$ cat src/rtl/cbk_pkg.sv
`timescale 1ns/1ps
package cbk_pkg;
  typedef enum logic [2:0] {
    BK_EMPTY, BK_LOADING, BK_READY, BK_ACTIVE, BK_UNLOADING, BK_DIRTY
  } bk_state_e;

  localparam logic DIR_UNLOAD = 1'b0;
  localparam logic DIR_LOAD   = 1'b1;
endpackage

$ cat src/rtl/cbk_slot.sv
`timescale 1ns/1ps
module cbk_slot
  import cbk_pkg::*;
#(
  parameter int PID_W = 8
) (
  input  logic             clk,
  input  logic             rst_n,
  input  logic             set_active,
  input  logic             set_dirty,
  input  logic             go_load,
  input  logic             go_unload,
  input  logic             job_done,
  input  logic [PID_W-1:0] load_pid,
  output bk_state_e        state,
  output logic [PID_W-1:0] pid
);
  always_ff @(posedge clk) begin
    if (!rst_n) begin
      state <= BK_EMPTY;
      pid   <= '0;
    end else if (go_load) begin
      state <= BK_LOADING;
      pid   <= load_pid;
    end else if (go_unload) begin
      state <= BK_UNLOADING;
    end else if (job_done) begin
      state <= (state == BK_LOADING) ? BK_READY : BK_EMPTY;
    end else if (set_active) begin
      state <= BK_ACTIVE;
    end else if (set_dirty) begin
      state <= BK_DIRTY;
    end
  end

  // a load only ever targets a free bank
  p_load_into_empty_r8: assert property (@(posedge clk) disable iff (!rst_n)
    go_load |-> state == BK_EMPTY);
  // an unload only ever targets a bank left behind by a switch
  p_unload_dirty_r6: assert property (@(posedge clk) disable iff (!rst_n)
    go_unload |-> state == BK_DIRTY);
  // only a loaded bank can be made active
  p_activate_ready_r3: assert property (@(posedge clk) disable iff (!rst_n)
    set_active |-> state == BK_READY);
endmodule

$ cat src/rtl/cbk_dma_sched.sv
`timescale 1ns/1ps
module cbk_dma_sched
  import cbk_pkg::*;
#(
  parameter int NUM_BANKS = 4,
  parameter int PID_W     = 8,
  parameter int IDX_W     = 2
) (
  input  logic                       clk,
  input  logic                       rst_n,
  input  logic [NUM_BANKS-1:0]       dirty_v,
  input  logic [NUM_BANKS-1:0]       empty_v,
  input  logic                       want_load,
  input  logic [PID_W-1:0]           load_pid,
  input  logic [NUM_BANKS*PID_W-1:0] pid_flat,
  input  logic                       dma_done,
  output logic                       busy,
  output logic                       dma_start,
  output logic [IDX_W-1:0]           dma_bank,
  output logic                       dma_dir,
  output logic [PID_W-1:0]           dma_pid,
  output logic [NUM_BANKS-1:0]       go_unload_v,
  output logic [NUM_BANKS-1:0]       go_load_v,
  output logic [NUM_BANKS-1:0]       done_v,
  output logic                       load_go
);
  logic [IDX_W-1:0] dirty_idx, empty_idx;
  logic             unload_go;

  always_comb begin
    dirty_idx = '0;
    empty_idx = '0;
    for (int i = NUM_BANKS - 1; i >= 0; i--) begin
      if (dirty_v[i]) dirty_idx = IDX_W'(i);
      if (empty_v[i]) empty_idx = IDX_W'(i);
    end
  end

  assign unload_go   = !busy && (|dirty_v);
  assign load_go     = !busy && !(|dirty_v) && (|empty_v) && want_load;
  assign go_unload_v = unload_go ? (NUM_BANKS'(1) << dirty_idx) : '0;
  assign go_load_v   = load_go ? (NUM_BANKS'(1) << empty_idx) : '0;
  assign done_v      = (busy && dma_done) ? (NUM_BANKS'(1) << dma_bank) : '0;

  always_ff @(posedge clk) begin
    if (!rst_n) begin
      busy      <= 1'b0;
      dma_start <= 1'b0;
      dma_bank  <= '0;
      dma_dir   <= DIR_UNLOAD;
      dma_pid   <= '0;
    end else begin
      dma_start <= unload_go || load_go;
      if (unload_go) begin
        busy     <= 1'b1;
        dma_bank <= dirty_idx;
        dma_dir  <= DIR_UNLOAD;
        dma_pid  <= pid_flat[dirty_idx*PID_W +: PID_W];
      end else if (load_go) begin
        busy     <= 1'b1;
        dma_bank <= empty_idx;
        dma_dir  <= DIR_LOAD;
        dma_pid  <= load_pid;
      end else if (busy && dma_done) begin
        busy <= 1'b0;
      end
    end
  end

  // start is a single-cycle pulse
  p_start_pulse_r7: assert property (@(posedge clk) disable iff (!rst_n)
    dma_start |=> !dma_start);
  // a job in flight keeps its bank until done arrives
  p_job_held_r7: assert property (@(posedge clk) disable iff (!rst_n)
    busy && !dma_done |=> busy && !dma_start && $stable(dma_bank));
  // no load job is launched while a dirty bank was waiting
  p_unload_first_r6: assert property (@(posedge clk) disable iff (!rst_n)
    dma_start && dma_dir == DIR_LOAD |-> $past(dirty_v) == '0);
endmodule

$ cat src/rtl/cbk_switch_ctrl.sv
`timescale 1ns/1ps
module cbk_switch_ctrl
  import cbk_pkg::*;
#(
  parameter  int NUM_BANKS = 4,
  parameter  int PID_W     = 8,
  localparam int IDX_W     = $clog2(NUM_BANKS)
) (
  input  logic                 clk,
  input  logic                 rst_n,
  input  logic                 sw_valid,
  output logic                 sw_ready,
  input  logic [PID_W-1:0]     sw_pid,
  input  logic                 pre_valid,
  output logic                 pre_ready,
  input  logic [PID_W-1:0]     pre_pid,
  output logic                 stall,
  output logic                 active_valid,
  output logic [IDX_W-1:0]     active_bank,
  output logic                 swap_valid,
  output logic [IDX_W-1:0]     swap_bank,
  output logic [NUM_BANKS-1:0] lowpower,
  output logic                 dma_start,
  output logic [IDX_W-1:0]     dma_bank,
  output logic                 dma_dir,
  output logic [PID_W-1:0]     dma_pid,
  input  logic                 dma_done
);
  bk_state_e                  st    [NUM_BANKS];
  logic [PID_W-1:0]           pid_q [NUM_BANKS];
  logic [NUM_BANKS*PID_W-1:0] pid_flat;
  logic [NUM_BANKS-1:0] sw_hit_v, sw_res_v, pre_res_v, dirty_v, empty_v;
  logic [NUM_BANKS-1:0] set_act_v, set_dirty_v, go_load_v, go_unload_v, done_v;
  logic [IDX_W-1:0]     hit_idx;
  logic                 sw_fire, sw_miss, want_load, load_go, busy;
  logic [PID_W-1:0]     load_pid;
  logic                 act_valid_q;
  logic [IDX_W-1:0]     act_idx_q;

  for (genvar g = 0; g < NUM_BANKS; g++) begin : g_bank
    logic live;
    assign live         = (st[g] == BK_READY) || (st[g] == BK_ACTIVE);
    assign sw_hit_v[g]  = live && (pid_q[g] == sw_pid);
    assign sw_res_v[g]  = (live || st[g] == BK_LOADING) && (pid_q[g] == sw_pid);
    assign pre_res_v[g] = (live || st[g] == BK_LOADING) && (pid_q[g] == pre_pid);
    assign dirty_v[g]   = (st[g] == BK_DIRTY);
    assign empty_v[g]   = (st[g] == BK_EMPTY);
    assign pid_flat[g*PID_W +: PID_W] = pid_q[g];
    assign set_act_v[g] = sw_fire && (hit_idx == IDX_W'(g)) && (st[g] != BK_ACTIVE);
    assign set_dirty_v[g] = sw_fire && act_valid_q && (act_idx_q == IDX_W'(g))
                            && (hit_idx != IDX_W'(g));
    assign lowpower[g]  = !(act_valid_q && act_idx_q == IDX_W'(g))
                          && !(busy && dma_bank == IDX_W'(g));

    cbk_slot #(.PID_W(PID_W)) u_slot (
      .clk       (clk),
      .rst_n     (rst_n),
      .set_active(set_act_v[g]),
      .set_dirty (set_dirty_v[g]),
      .go_load   (go_load_v[g]),
      .go_unload (go_unload_v[g]),
      .job_done  (done_v[g]),
      .load_pid  (load_pid),
      .state     (st[g]),
      .pid       (pid_q[g])
    );
  end

  always_comb begin
    hit_idx = '0;
    for (int i = NUM_BANKS - 1; i >= 0; i--)
      if (sw_hit_v[i]) hit_idx = IDX_W'(i);
  end

  assign sw_ready  = |sw_hit_v;
  assign sw_fire   = sw_valid && sw_ready;
  assign stall     = sw_valid && !sw_ready;
  assign sw_miss   = sw_valid && !(|sw_res_v);
  assign want_load = sw_miss || (pre_valid && !(|pre_res_v));
  assign load_pid  = sw_miss ? sw_pid : pre_pid;
  assign pre_ready = (|pre_res_v) || (load_go && !sw_miss);

  always_ff @(posedge clk) begin
    if (!rst_n) begin
      act_valid_q <= 1'b0;
      act_idx_q   <= '0;
    end else if (sw_fire) begin
      act_valid_q <= 1'b1;
      act_idx_q   <= hit_idx;
    end
  end

  cbk_dma_sched #(.NUM_BANKS(NUM_BANKS), .PID_W(PID_W), .IDX_W(IDX_W)) u_sched (
    .clk        (clk),
    .rst_n      (rst_n),
    .dirty_v    (dirty_v),
    .empty_v    (empty_v),
    .want_load  (want_load),
    .load_pid   (load_pid),
    .pid_flat   (pid_flat),
    .dma_done   (dma_done),
    .busy       (busy),
    .dma_start  (dma_start),
    .dma_bank   (dma_bank),
    .dma_dir    (dma_dir),
    .dma_pid    (dma_pid),
    .go_unload_v(go_unload_v),
    .go_load_v  (go_load_v),
    .done_v     (done_v),
    .load_go    (load_go)
  );

  assign active_valid = act_valid_q;
  assign active_bank  = act_idx_q;
  assign swap_valid   = busy;
  assign swap_bank    = dma_bank;

  // execution pipeline and copy engine never share a bank
  p_roles_apart_r2: assert property (@(posedge clk) disable iff (!rst_n)
    act_valid_q && busy |-> act_idx_q != dma_bank);
  // an accepted switch lands in the matching bank on the next edge
  p_switch_next_r3: assert property (@(posedge clk) disable iff (!rst_n)
    sw_fire |=> act_valid_q && act_idx_q == $past(hit_idx));
  // a stalled request leaves the active role untouched
  p_stall_holds_r4: assert property (@(posedge clk) disable iff (!rst_n)
    stall |=> $stable(act_idx_q) && $stable(act_valid_q));
endmodule

$ cat config.mk
export PLATFORM = sky130hd
export DESIGN_NAME = cbk_switch_ctrl
export DESIGN_NICKNAME = d
export VERILOG_FILES = /design/src/rtl/cbk_pkg.sv /design/src/rtl/cbk_slot.sv /design/src/rtl/cbk_dma_sched.sv /design/src/rtl/cbk_switch_ctrl.sv
export SDC_FILE = /design/constraint.sdc
export NUM_CORES = 1
export LEC_CHECK = 0
export BUFFER_PORTS_ARGS = -buffer_cell sky130_fd_sc_hd__buf_2
export CORE_ASPECT_RATIO = 1.5
export CORE_MARGIN = 5
export CORE_UTILIZATION = 53
export CTS_CLUSTER_SIZE = 12
export DETAILED_ROUTE_END_ITERATION = 6
export PLACE_DENSITY = 0.82
export SLEW_MARGIN = 10
export SYNTH_ARGS = -nofsm -noshare
export SYNTH_HDL_FRONTEND = slang
export SYNTH_SLANG_ARGS = --single-unit
export TNS_END_PERCENT = 20
$ cat constraint.sdc
create_clock -name clk -period 2.4 [get_ports clk]
set_input_delay 0.24 -clock clk [delete_from_list [all_inputs] [get_ports clk]]
set_output_delay 0.24 -clock clk [all_outputs]
set_load 0.05 [all_outputs]
==> results.ini, run 1 <==
[critical_path]
r2r_cells=9
regToRegSetupSlack_ns=-0.05
crit_top_cell=buf_4
start_kind=flip-flop
critPathKind=flip-flop to output port
crit_required_ns=2.16
r2r_end=u_sched.dma_pid[6]
crit_path_cell_trace=xor2_2 > nor4_1 > buf_4 > nand4b_1 > buf_4 > nand2_1 > nor2_1 > buf_2
r2r-start=g_bank[1].u_slot.pid[1]
slowest_stage=nor4_1
worstPathArrival_ns=2.25
end_kind=output port
cp_slowest_stage_delay_ns=0.36
critPathMaxFanout=4

[clock_network]
path_clk_slew_ns=0.07
clock_latency_ns=0.36
cts.sinks=60
clock-root-buffer=clkbuf_8
htree_levels=3
cts_buffer_depth=2
cts_tree=done
cts_buffers=9

[detailed_routing]
ant_nets=0
vias=4357
via_per_inst=6.61
drc_errors=0
first_pass_iters=6
wirelength_um=14500
routedWlPerCell_um=22.1
drtIter0Drc=526

[yosys]
yosys-top-cells-area=dfxtp_1, xor2_1, a21oi_1, mux2i_1, o21ai_0
yosys.area.top_type=dfxtp_1
synth.distinct_cells=62
yosysWarningCount=0
synth_edf_count=0
ys_ff_latch=60
netlist.area_leader.share_pct=30.7
ys_seq_area_share_pct=30.7
async_reset_ff_share_pct=0
synth_common_cells=dfxtp_1, xor2_1, nor2_1
syn_avg_cell_area_um2=8.53
synth.most_common_cell=dfxtp_1
syn_nets=479
synth_cells=458
ys_dominant_reg_cell=dfxtp_1
synth_area_mm2=0.00391

[sta]
tns_ns=-0.355
setup_slack_ns=-0.0924
finalCritPeriodShare_pct=104
fmax_ghz=0.401
final-max-slew-violation-count=0
setup_violations=7
worst_pin_slew_ns=0.705
hold_violations=0
rsz0062_at_grt=true
slew_headroom_pct=52.7
fin_skew_ns=0.00995
timing.final.crit_period_ns=2.49

[placed_design]
hpwl_um=10200
place_congestion=0.947
postPlaceCellArea_mm2=0.00455
place.port_buffers=45

[cells_and_area]
layout-drive-gt1-share_pct=36.7
multiInputGateArea_mm2=0.00277
fin_area_mm2=0.00515
syn_to_final_growth_pct=31.7
regArea_mm2=0.00122
utilization_pct=71.2
n_antenna_cell=0
nFillCells=554
nNetsFinal=577

[die]
die_y_um=115
fp.dieW_um=80.1
ios=46
dieArea_mm2=0.00922
fp-row-count=38
core_area_mm2=0.00723
start_util_pct=54.1

[global_routing]
grt_usage_pct=32.0
grt_max_degree=51
grt_pass1_wl_um=22500
grt_overflow=0
grt_pass1_vias=4353
antenna_found_initial=0

[pwr]
p_leak_nw=2.24
totalPowerFinal_mw=2.74
vdd_drop_max_mv=0.394
powerDensity_mw_per_mm2=531

[status]
failed_checks=negative setup slack
status=finished with violations

[min_path]
min_from=sw_valid
min_path_type=input port to flip-flop
hold-path-cell-count=3
hold-path-endpoint=active_bank[1]

[job]
cap_violations=0

-- logic make-up (layout without fill, tap and decap cells) --
group	count (synthesis)	after routing	synth area share, %
AND/OR/NAND/NOR	148	148	21.1
AO/OA/AOI/OAI	127	127	23.9
multiplexers	17	17	4.48
buffers and inverters	42	143	5.44
XOR/XNOR	64	64	14.3
flip-flops	60	60	30.7
-- cell usage in the layout, fill, tap and decap left out, types with 7 or more instances in the layout --
| cell | count |
|---|---|
| buf_4 | 75 |
| xor2_1 | 51 |
| dfxtp_1 | 50 |
| buf_2 | 43 |
| nor2_1 | 27 |
| nand2_1 | 25 |
| a21oi_1 | 23 |
| o21ai_0 | 18 |
| o211ai_1 | 16 |
| nand4_1 | 12 |
| nand3_1 | 12 |
| o21ai_1 | 12 |
| nor3_1 | 11 |
| clkbuf_8 | 10 |
| mux2i_1 | 9 |
| dfxtp_2 | 8 |
| and3_1 | 7 |
| xnor2_1 | 7 |
-- repair_timing --
action | in CTS | in global routing
hold buffers | 0 | 0
setup buffers | 9 | 7
endpoints found under the setup margin | 22 | 54
pin swaps | 9 | 24
gates resized for setup | 19 | 53
-- final cells by class --
| class | instances | share of cell area, % |
|---|---|---|
| Tap cell | 100 | 2.43 |
| Inverter | 5 | 0.365 |
| Multi-Input combinational cell | 356 | 53.9 |
| Timing Repair Buffer | 124 | 16.6 |
| Clock inverter | 3 | 0.292 |
| Sequential cell | 60 | 23.7 |
| Clock buffer | 11 | 2.75 |
-- stage by stage --
step	setup slack [ns]	instances	hold WS, ns
floorplan	0.0856	458	0.447
global placement	-0.152	629	0.474
detailed placement	-0.185	629	0.485
CTS	0.00660	652	0.292
global route	-0.192	659	0.322
finish	-0.0924	659	0.298
-- flip-flops by register name, summed over array words and instances (netlist names) --
name	count
u_sched.dma_start	1
u_sched.dma_pid	8
u_sched.dma_dir	1
active_valid	1
g_bank.u_slot.state	12
g_bank.u_slot.pid	32
active_bank	2
u_sched.dma_bank	2
u_sched.busy	1
-- metal layers --
layer	up-vias	part of all wire [%]	GRT usage [%]
li1	1900	-	-
met1	2062	35	34.2
met2	285	49	53.4
met3	110	8.0	6.58
met4	0	7.9	26.2
met5	-	0	0
-- critical path, delay by kind of cell (launching register included) --
family	cells	cell delay, ns
AND/OR/NAND/NOR	4	0.73
buffers and inverters	3	0.61
flip-flops	1	0.34
XOR/XNOR	1	0.21
-- where the power goes --
| group | total, mW | leakage [nW] | switching [mW] | internal [mW] |
|---|---|---|---|---|
| combinational | 0.824 | 1.66 | 0.508 | 0.316 |
| clock | 0.785 | 0.0848 | 0.400 | 0.386 |
| sequential | 1.13 | 0.495 | 0.0660 | 1.06 |
-- worst max path at each step --
stage                            start  slack (ns)  cells after the start                         to
2_1_floorplan                sw_pid[7]        0.09                      8  g_bank[1].u_slot.state[1]
3_3_place_gp                 sw_pid[5]       -0.15                      9         u_sched.dma_pid[4]
3_5_place_dp                 sw_pid[5]       -0.18                      9         u_sched.dma_pid[4]
4_1_cts        g_bank[1].u_slot.pid[3]       0.007                      8                      stall
5_1_grt        g_bank[1].u_slot.pid[5]       -0.19                      8                  pre_ready
6_report       g_bank[2].u_slot.pid[7]       -0.09                      8                      stall
Note: power is estimated with default switching activity, not from simulation.
==> run 2: changes to the inputs <==
- CAP_MARGIN: default -> 20
- CELL_PAD_IN_SITES_DETAIL_PLACEMENT: default -> 1
- CELL_PAD_IN_SITES_GLOBAL_PLACEMENT: default -> 1
- CORE_UTILIZATION: 53 -> 40
==> run 2 against run 1 <==
The flow still finishes with violations (negative setup slack). Clock skew decreased by 0.0041 ns. Via count increased by 1.4%. Wire length increased by 18%. Sequential share of layout area decreased by 0.65 points. Sequential cell count unchanged. Worst setup slack got worse by 0.0039 ns. Hold slack got worse by 0.016 ns. Total power increased by 17%. Final cell count increased by 3.9%. Utilization decreased by 16 points. Non-clock buffer count increased by 9. Largest power group is now clock.
==> results.ini, run 2 (synthesis gave the netlist of run 1 again) <==
[sta]
rsz0062_at_grt=true  ; unchanged
worst_pin_slew_ns=0.631  ; was 0.705 ns
fin_skew_ns=0.00586  ; was 0.00995 ns
timing.final.crit_period_ns=2.50  ; was 2.49 ns
slew_headroom_pct=56.7  ; was 52.7%
final-max-slew-violation-count=0  ; unchanged
finalCritPeriodShare_pct=104  ; about the same
setup_slack_ns=-0.0963  ; was -0.0924 ns
holdWs_ns=0.282  ; was 0.298 ns
hold_violations=0  ; unchanged
tns_ns=-0.201  ; was -0.355 ns
fmax_ghz=0.401  ; about the same
setup_violations=5  ; was 7

[critical_path]
critPathMaxFanout=3  ; was 4
crit_top_cell=buf_4  ; unchanged
crit_path_cell_trace=xor2_2 > nor4_2 > buf_4 > nand2_4 > o311ai_4 > buf_4 > a2bb2oi_4 > o21ai_2 > buf_6  ; was xor2_2 > nor4_1 > buf_4 > nand4b_1 > buf_4 > nand2_1 > nor2_1 > buf_2
worstPathArrival_ns=2.26  ; was 2.25 ns
cp_slowest_stage_delay_ns=0.35  ; was 0.36 ns
crit_required_ns=2.16  ; about the same
start_kind=flip-flop  ; unchanged
critPathKind=flip-flop to output port  ; unchanged
slowest_stage=dfxtp_4  ; was nor4_1
end_kind=output port  ; unchanged

[die]
die_y_um=131  ; was 115 um
start_util_pct=40.6  ; was 54.1%
dieArea_mm2=0.0119  ; was 0.00922 mm^2
fp-row-count=44  ; was 38
ios=46  ; unchanged
fp.dieW_um=90.7  ; was 80.1 um
core_area_mm2=0.00963  ; was 0.00723 mm^2

[detailed_routing]
drtIter0Drc=363  ; was 526
wirelength_um=17100  ; was 14,500 um
vias=4419  ; was 4,357
routedWlPerCell_um=25.0  ; was 22.1 um
drc_errors=0  ; unchanged
via_per_inst=6.45  ; was 6.61
first_pass_iters=5  ; was 6
ant_nets=0  ; unchanged

[global_routing]
grt_overflow=0  ; unchanged
grt_pass1_vias=4570  ; was 4,353
grt_max_degree=51  ; unchanged
grt_usage_pct=27.5  ; was 32.0%
grt_pass1_wl_um=25100  ; was 22,500 um
antenna_found_initial=0  ; unchanged

[placed_design]
place_congestion=0.925  ; was 0.947
place_ws_ns=-0.261  ; was -0.185 ns
place.port_buffers=45  ; unchanged
hpwl_um=12000  ; was 10,200 um

[cells_and_area]
syn_to_final_growth_pct=35.1  ; was 31.7%
final_common_cell=buf_4  ; unchanged
regMostFlops=g_bank.u_slot.pid  ; unchanged
utilization_pct=54.8  ; was 71.2%
largest_reg_flops=32  ; unchanged
final_cell_mix=buf_4, xor2_1, dfxtp_1, buf_2  ; was buf_4, xor2_1, dfxtp_1, buf_2, nor2_1
multiInputGateArea_mm2=0.00269  ; was 0.00277 mm^2
regArea_mm2=0.00121  ; was 0.00122 mm^2
layout-drive-gt1-share_pct=36.0  ; was 36.7%
n_antenna_cell=0  ; unchanged
nFillCells=1133  ; was 554
nNetsFinal=586  ; was 577
reg_top3=g_bank.u_slot.pid x32, g_bank.u_slot.state x12, u_sched.dma_pid x8  ; unchanged

[pwr]
vdd_drop_max_mv=0.435  ; was 0.394 mV
combPwrFrac_pct=26.0  ; was 30.1%
p_switching_mw=1.05  ; was 974 uW
p_leak_nw=2.39  ; was 2.24 nW
powerDensity_mw_per_mm2=607  ; was 531 mW/mm^2
p_int_mw=2.15  ; was 1.76 mW
switching_share_pct=32.8  ; was 35.6%
clock_power_share_pct=39.1  ; was 28.7%
seqPwrFrac_pct=34.9  ; was 41.2%

[clock_network]
cts_buffers=9  ; unchanged
path_clk_slew_ns=0.05  ; was 0.07 ns
clock_latency_ns=0.34  ; was 0.36 ns
clock-root-buffer=clkbuf_16  ; was clkbuf_8
cts_buffer_depth=2  ; unchanged
cts_tree=done  ; unchanged
htree_levels=3  ; unchanged
holdBufCountCts=0  ; unchanged
cts.sinks=60  ; unchanged

[status]
failed_checks=negative setup slack  ; unchanged
status=finished with violations  ; unchanged

[min_path]
min_path_type=input port to flip-flop  ; unchanged

[job]
cap_violations=0  ; unchanged

[run 2: changes by cell type in the layout (fill, tap and decap cells not counted), sizes merged]
cell    delta
buf        +9
clkbuf     +4
clkinv     -2
[run 2: power groups by stage]
| stage | Clock [mW] | Sequential [mW] | Combinational (mW) |
|---|---|---|---|
| floorplan | 0 | 1.21 | 0.396 |
| detailed placement | 0 | 1.14 | 0.739 |
| global route | 1.30 | 1.13 | 0.865 |
| finish | 1.25 | 1.12 | 0.832 |
| CTS | 1.26 | 1.12 | 0.789 |
| global placement | 0 | 1.13 | 0.720 |
[run 2: stage by stage]
| step | power, mW | instances | area, um^2 |
|---|---|---|---|
| floorplan | 1.60 | 458 | 3910 |
| global placement | 1.85 | 660 | 4690 |
| detailed placement | 1.87 | 660 | 4690 |
| CTS | 3.16 | 682 | 5150 |
| global route | 3.29 | 685 | 5280 |
| finish | 3.20 | 685 | 5280 |
[run 2: per-layer routing]
| metal | share of wire (%) | track usage [%] |
|---|---|---|
| met5 | 0 | 0 |
| met4 | 7.3 | 19.6 |
| met3 | 6.3 | 5.48 |
| met2 | 50 | 48.5 |
| met1 | 36 | 29.1 |
[run 2: final timing paths]
path,from,endpoint,slack (ns),depth (start not counted)
max,g_bank[1].u_slot.pid[6],pre_ready,-0.1,9
min,rst_n,active_bank[0],0.28,3
max reg2reg,g_bank[3].u_slot.state[2],u_sched.dma_pid[1],-0.03,7
min reg2reg,u_sched.dma_dir,u_sched.dma_dir,0.50,2
[run 2: final cells by class]
type | count | area share [%]
Clock buffer | 15 | 5.26
Clock inverter | 1 | 0.0948
Inverter | 5 | 0.356
Multi-Input combinational cell | 356 | 50.9
Sequential cell | 60 | 23.0
Tap cell | 115 | 2.73
Timing Repair Buffer | 133 | 17.7
[run 2: what timing repair did]
item | CTS | global route
endpoints found under the setup margin | 49 | 49
cloned | 0 | 0
pin swaps | 8 | 12
buffers inserted | 6 | 3
gates resized for setup | 28 | 28
[run 2: worst max-delay path, delay by kind of cell (launching register included)]
family	cells	cell delay [ns]
AO/OA/AOI/OAI	3	0.55
XOR/XNOR	1	0.15
buffers and inverters	3	0.54
flip-flops	1	0.35
AND/OR/NAND/NOR	2	0.32
==> run 3: changes to the inputs <==
- TNS_END_PERCENT: 20 -> 50
==> run 3 against run 2 <==
The run still ends with negative setup slack left. First-iteration DRC count down 6.9%. Sequential share of layout area down 0.14 points. Final cell count up 0.44%. Utilization up 0.78 points. Cell area up 1.4%. Register-to-register slack worse by 0.03 ns. Global-route usage about the same. Wire length up 3.1%. Highest routed layer unchanged. Non-clock buffer count up 3. Largest cell class unchanged. Via count up 0.45%. Critical path type unchanged. Total power up 0.85%. Hold slack better by 0.017 ns.
==> results.ini, run 3 (synthesis gave the netlist of run 1 again) <==
[status]
status=finished with violations  ; unchanged
failed_checks=negative setup slack  ; unchanged

[clock_network]
path_clk_slew_ns=0.05  ; about the same
cts_buffer_depth=2  ; unchanged
clock-root-buffer=clkbuf_16  ; unchanged
cts_tree=done  ; unchanged
htree_levels=3  ; unchanged
cts_buffers=9  ; unchanged
cts.sinks=60  ; unchanged
clock_latency_ns=0.34  ; about the same

[die]
start_util_pct=40.6  ; unchanged
dieArea_mm2=0.0119  ; unchanged
core_area_mm2=0.00963  ; unchanged
die_y_um=131  ; unchanged
ios=46  ; unchanged
fp-row-count=44  ; unchanged
fp.dieW_um=90.7  ; unchanged

[placed_design]
place_congestion=0.925  ; unchanged
place_ws_ns=-0.261  ; unchanged
place.port_buffers=45  ; unchanged
hpwl_um=12000  ; unchanged
postPlaceCellArea_mm2=0.00469  ; unchanged

[cells_and_area]
nNetsFinal=589  ; was 586
final_cell_mix=buf_4, xor2_1, dfxtp_1, buf_2, nor2_1  ; was buf_4, xor2_1, dfxtp_1, buf_2
nFillCells=1138  ; was 1,133
reg_top3=g_bank.u_slot.pid x32, g_bank.u_slot.state x12, u_sched.dma_pid x8  ; unchanged
utilization_pct=55.6  ; was 54.8%
final_common_cell=buf_4  ; unchanged
n_antenna_cell=0  ; unchanged
largest_reg_flops=32  ; unchanged
regMostFlops=g_bank.u_slot.pid  ; unchanged
syn_to_final_growth_pct=37.0  ; was 35.1%
fin_area_mm2=0.00535  ; was 0.00528 mm^2
layout-drive-gt1-share_pct=37.7  ; was 36.0%

[sta]
finalCritPeriodShare_pct=105  ; was 104%
setup_violations=4  ; was 5
setup_slack_ns=-0.111  ; was -0.0963 ns
holdWs_ns=0.299  ; was 0.282 ns
rsz0062_at_grt=true  ; unchanged
timing.final.crit_period_ns=2.51  ; was 2.50 ns
slew_headroom_pct=59.6  ; was 56.7%
worst_pin_slew_ns=0.602  ; was 0.631 ns
fmax_ghz=0.398  ; was 0.401 GHz
fin_skew_ns=0.00584  ; was 0.00586 ns
hold_violations=0  ; unchanged
final-max-slew-violation-count=0  ; unchanged

[critical_path]
crit_top_cell=buf_4  ; unchanged
crit_required_ns=2.16  ; about the same
critPathMaxFanout=3  ; unchanged
slowest_stage=dfxtp_4  ; unchanged
worstPathArrival_ns=2.27  ; was 2.26 ns
crit_path_cell_trace=xor2_2 > nor4_2 > buf_4 > nand2_4 > o311ai_4 > buf_4 > a2bb2oi_4 > o21ai_2 > buf_6  ; unchanged
end_kind=output port  ; unchanged
start_kind=flip-flop  ; unchanged
critPathKind=flip-flop to output port  ; unchanged
r2r_cells=9  ; was 7
cp_slowest_stage_delay_ns=0.35  ; about the same

[detailed_routing]
first_pass_iters=5  ; unchanged
met1Wirelength_um=6280  ; was 6160 um
wl_met2_um=9080  ; was 8650 um
ant_nets=0  ; unchanged
routedWlPerCell_um=25.7  ; was 25.0 um
via_per_inst=6.45  ; about the same
drtIter0Drc=338  ; was 363
vias=4439  ; was 4,419
drc_errors=0  ; unchanged
wl_met3_um=1050  ; was 1090 um
wirelength_um=17700  ; was 17,100 um
top_layer_used=met4  ; unchanged

[min_path]
min_path_type=input port to flip-flop  ; unchanged
hold-path-cell-count=3  ; unchanged

[global_routing]
antenna_found_initial=0  ; unchanged
grt_max_degree=51  ; unchanged
grt_pass1_wl_um=25100  ; about the same
grt_pass1_vias=4572  ; was 4,570
grt_usage_pct=27.5  ; about the same
grt_overflow=0  ; unchanged

[pwr]
p_leak_nw=2.41  ; was 2.39 nW
vdd_drop_max_mv=0.425  ; was 0.435 mV
totalPowerFinal_mw=3.23  ; was 3.20 mW
powerDensity_mw_per_mm2=604  ; was 607 mW/mm^2

[job]
cap_violations=0  ; unchanged

run 3: layout make-up:
type	instances	area (um^2)	area share, %
multi-input cells	356	2730	51.0
clock buffers	15	278	5.19
flip-flops and latches	60	1220	22.9
repair buffers	136	955	17.8
inverters	5	18.8	0.351
well taps	115	144	2.69
clock inverters	1	5.00	0.0935
run 3: power breakdown:
group | internal [mW] | switching, mW | total [mW]
registers | 1.06 | 0.0609 | 1.12
logic | 0.321 | 0.536 | 0.857
clock network | 0.783 | 0.470 | 1.25
run 3: worst max-delay path, delay by kind of cell (launching register included):
family,cells,cell delay (ns)
simple gates,2,0.32
compound gates,3,0.55
xor+xnor,1,0.15
buf+inv,3,0.54
flops,1,0.35
run 3: timing repair:
action	CTS	global route
resized for setup	27	42
gates cloned	0	0
pin swaps	8	15
hold endpoints to repair	0	0
setup buffers	7	5
endpoints found under the setup margin	49	49
hold buffers	0	0
run 3: metal layers:
metal  up-vias  GRT usage (%)
met4         0           19.9
met3        79           5.48
met2       238           48.5
met1      2200           29.1
li1       1922              -
met5         -              0
run 3: final timing paths:
kind / startpoint / end / slack [ns]
worst max-delay path: g_bank[1].u_slot.pid[6] / pre_ready / -0.11
worst min register to register: u_sched.dma_dir / u_sched.dma_dir / 0.49
worst min-delay path: rst_n / active_bank[0] / 0.30
worst max register to register: g_bank[1].u_slot.pid[6] / g_bank[0].u_slot.pid[7] / -0.06
run 3: per-stage QoR:
| stage | instances | TNS (ns) |
|---|---|---|
| after CTS | 683 | -0.0496 |
| after global placement | 660 | -3.98 |
| after detailed placement | 660 | -6.66 |
| after floorplan | 458 | 0 |
| final | 688 | -0.282 |
| after global routing | 688 | -1.37 |
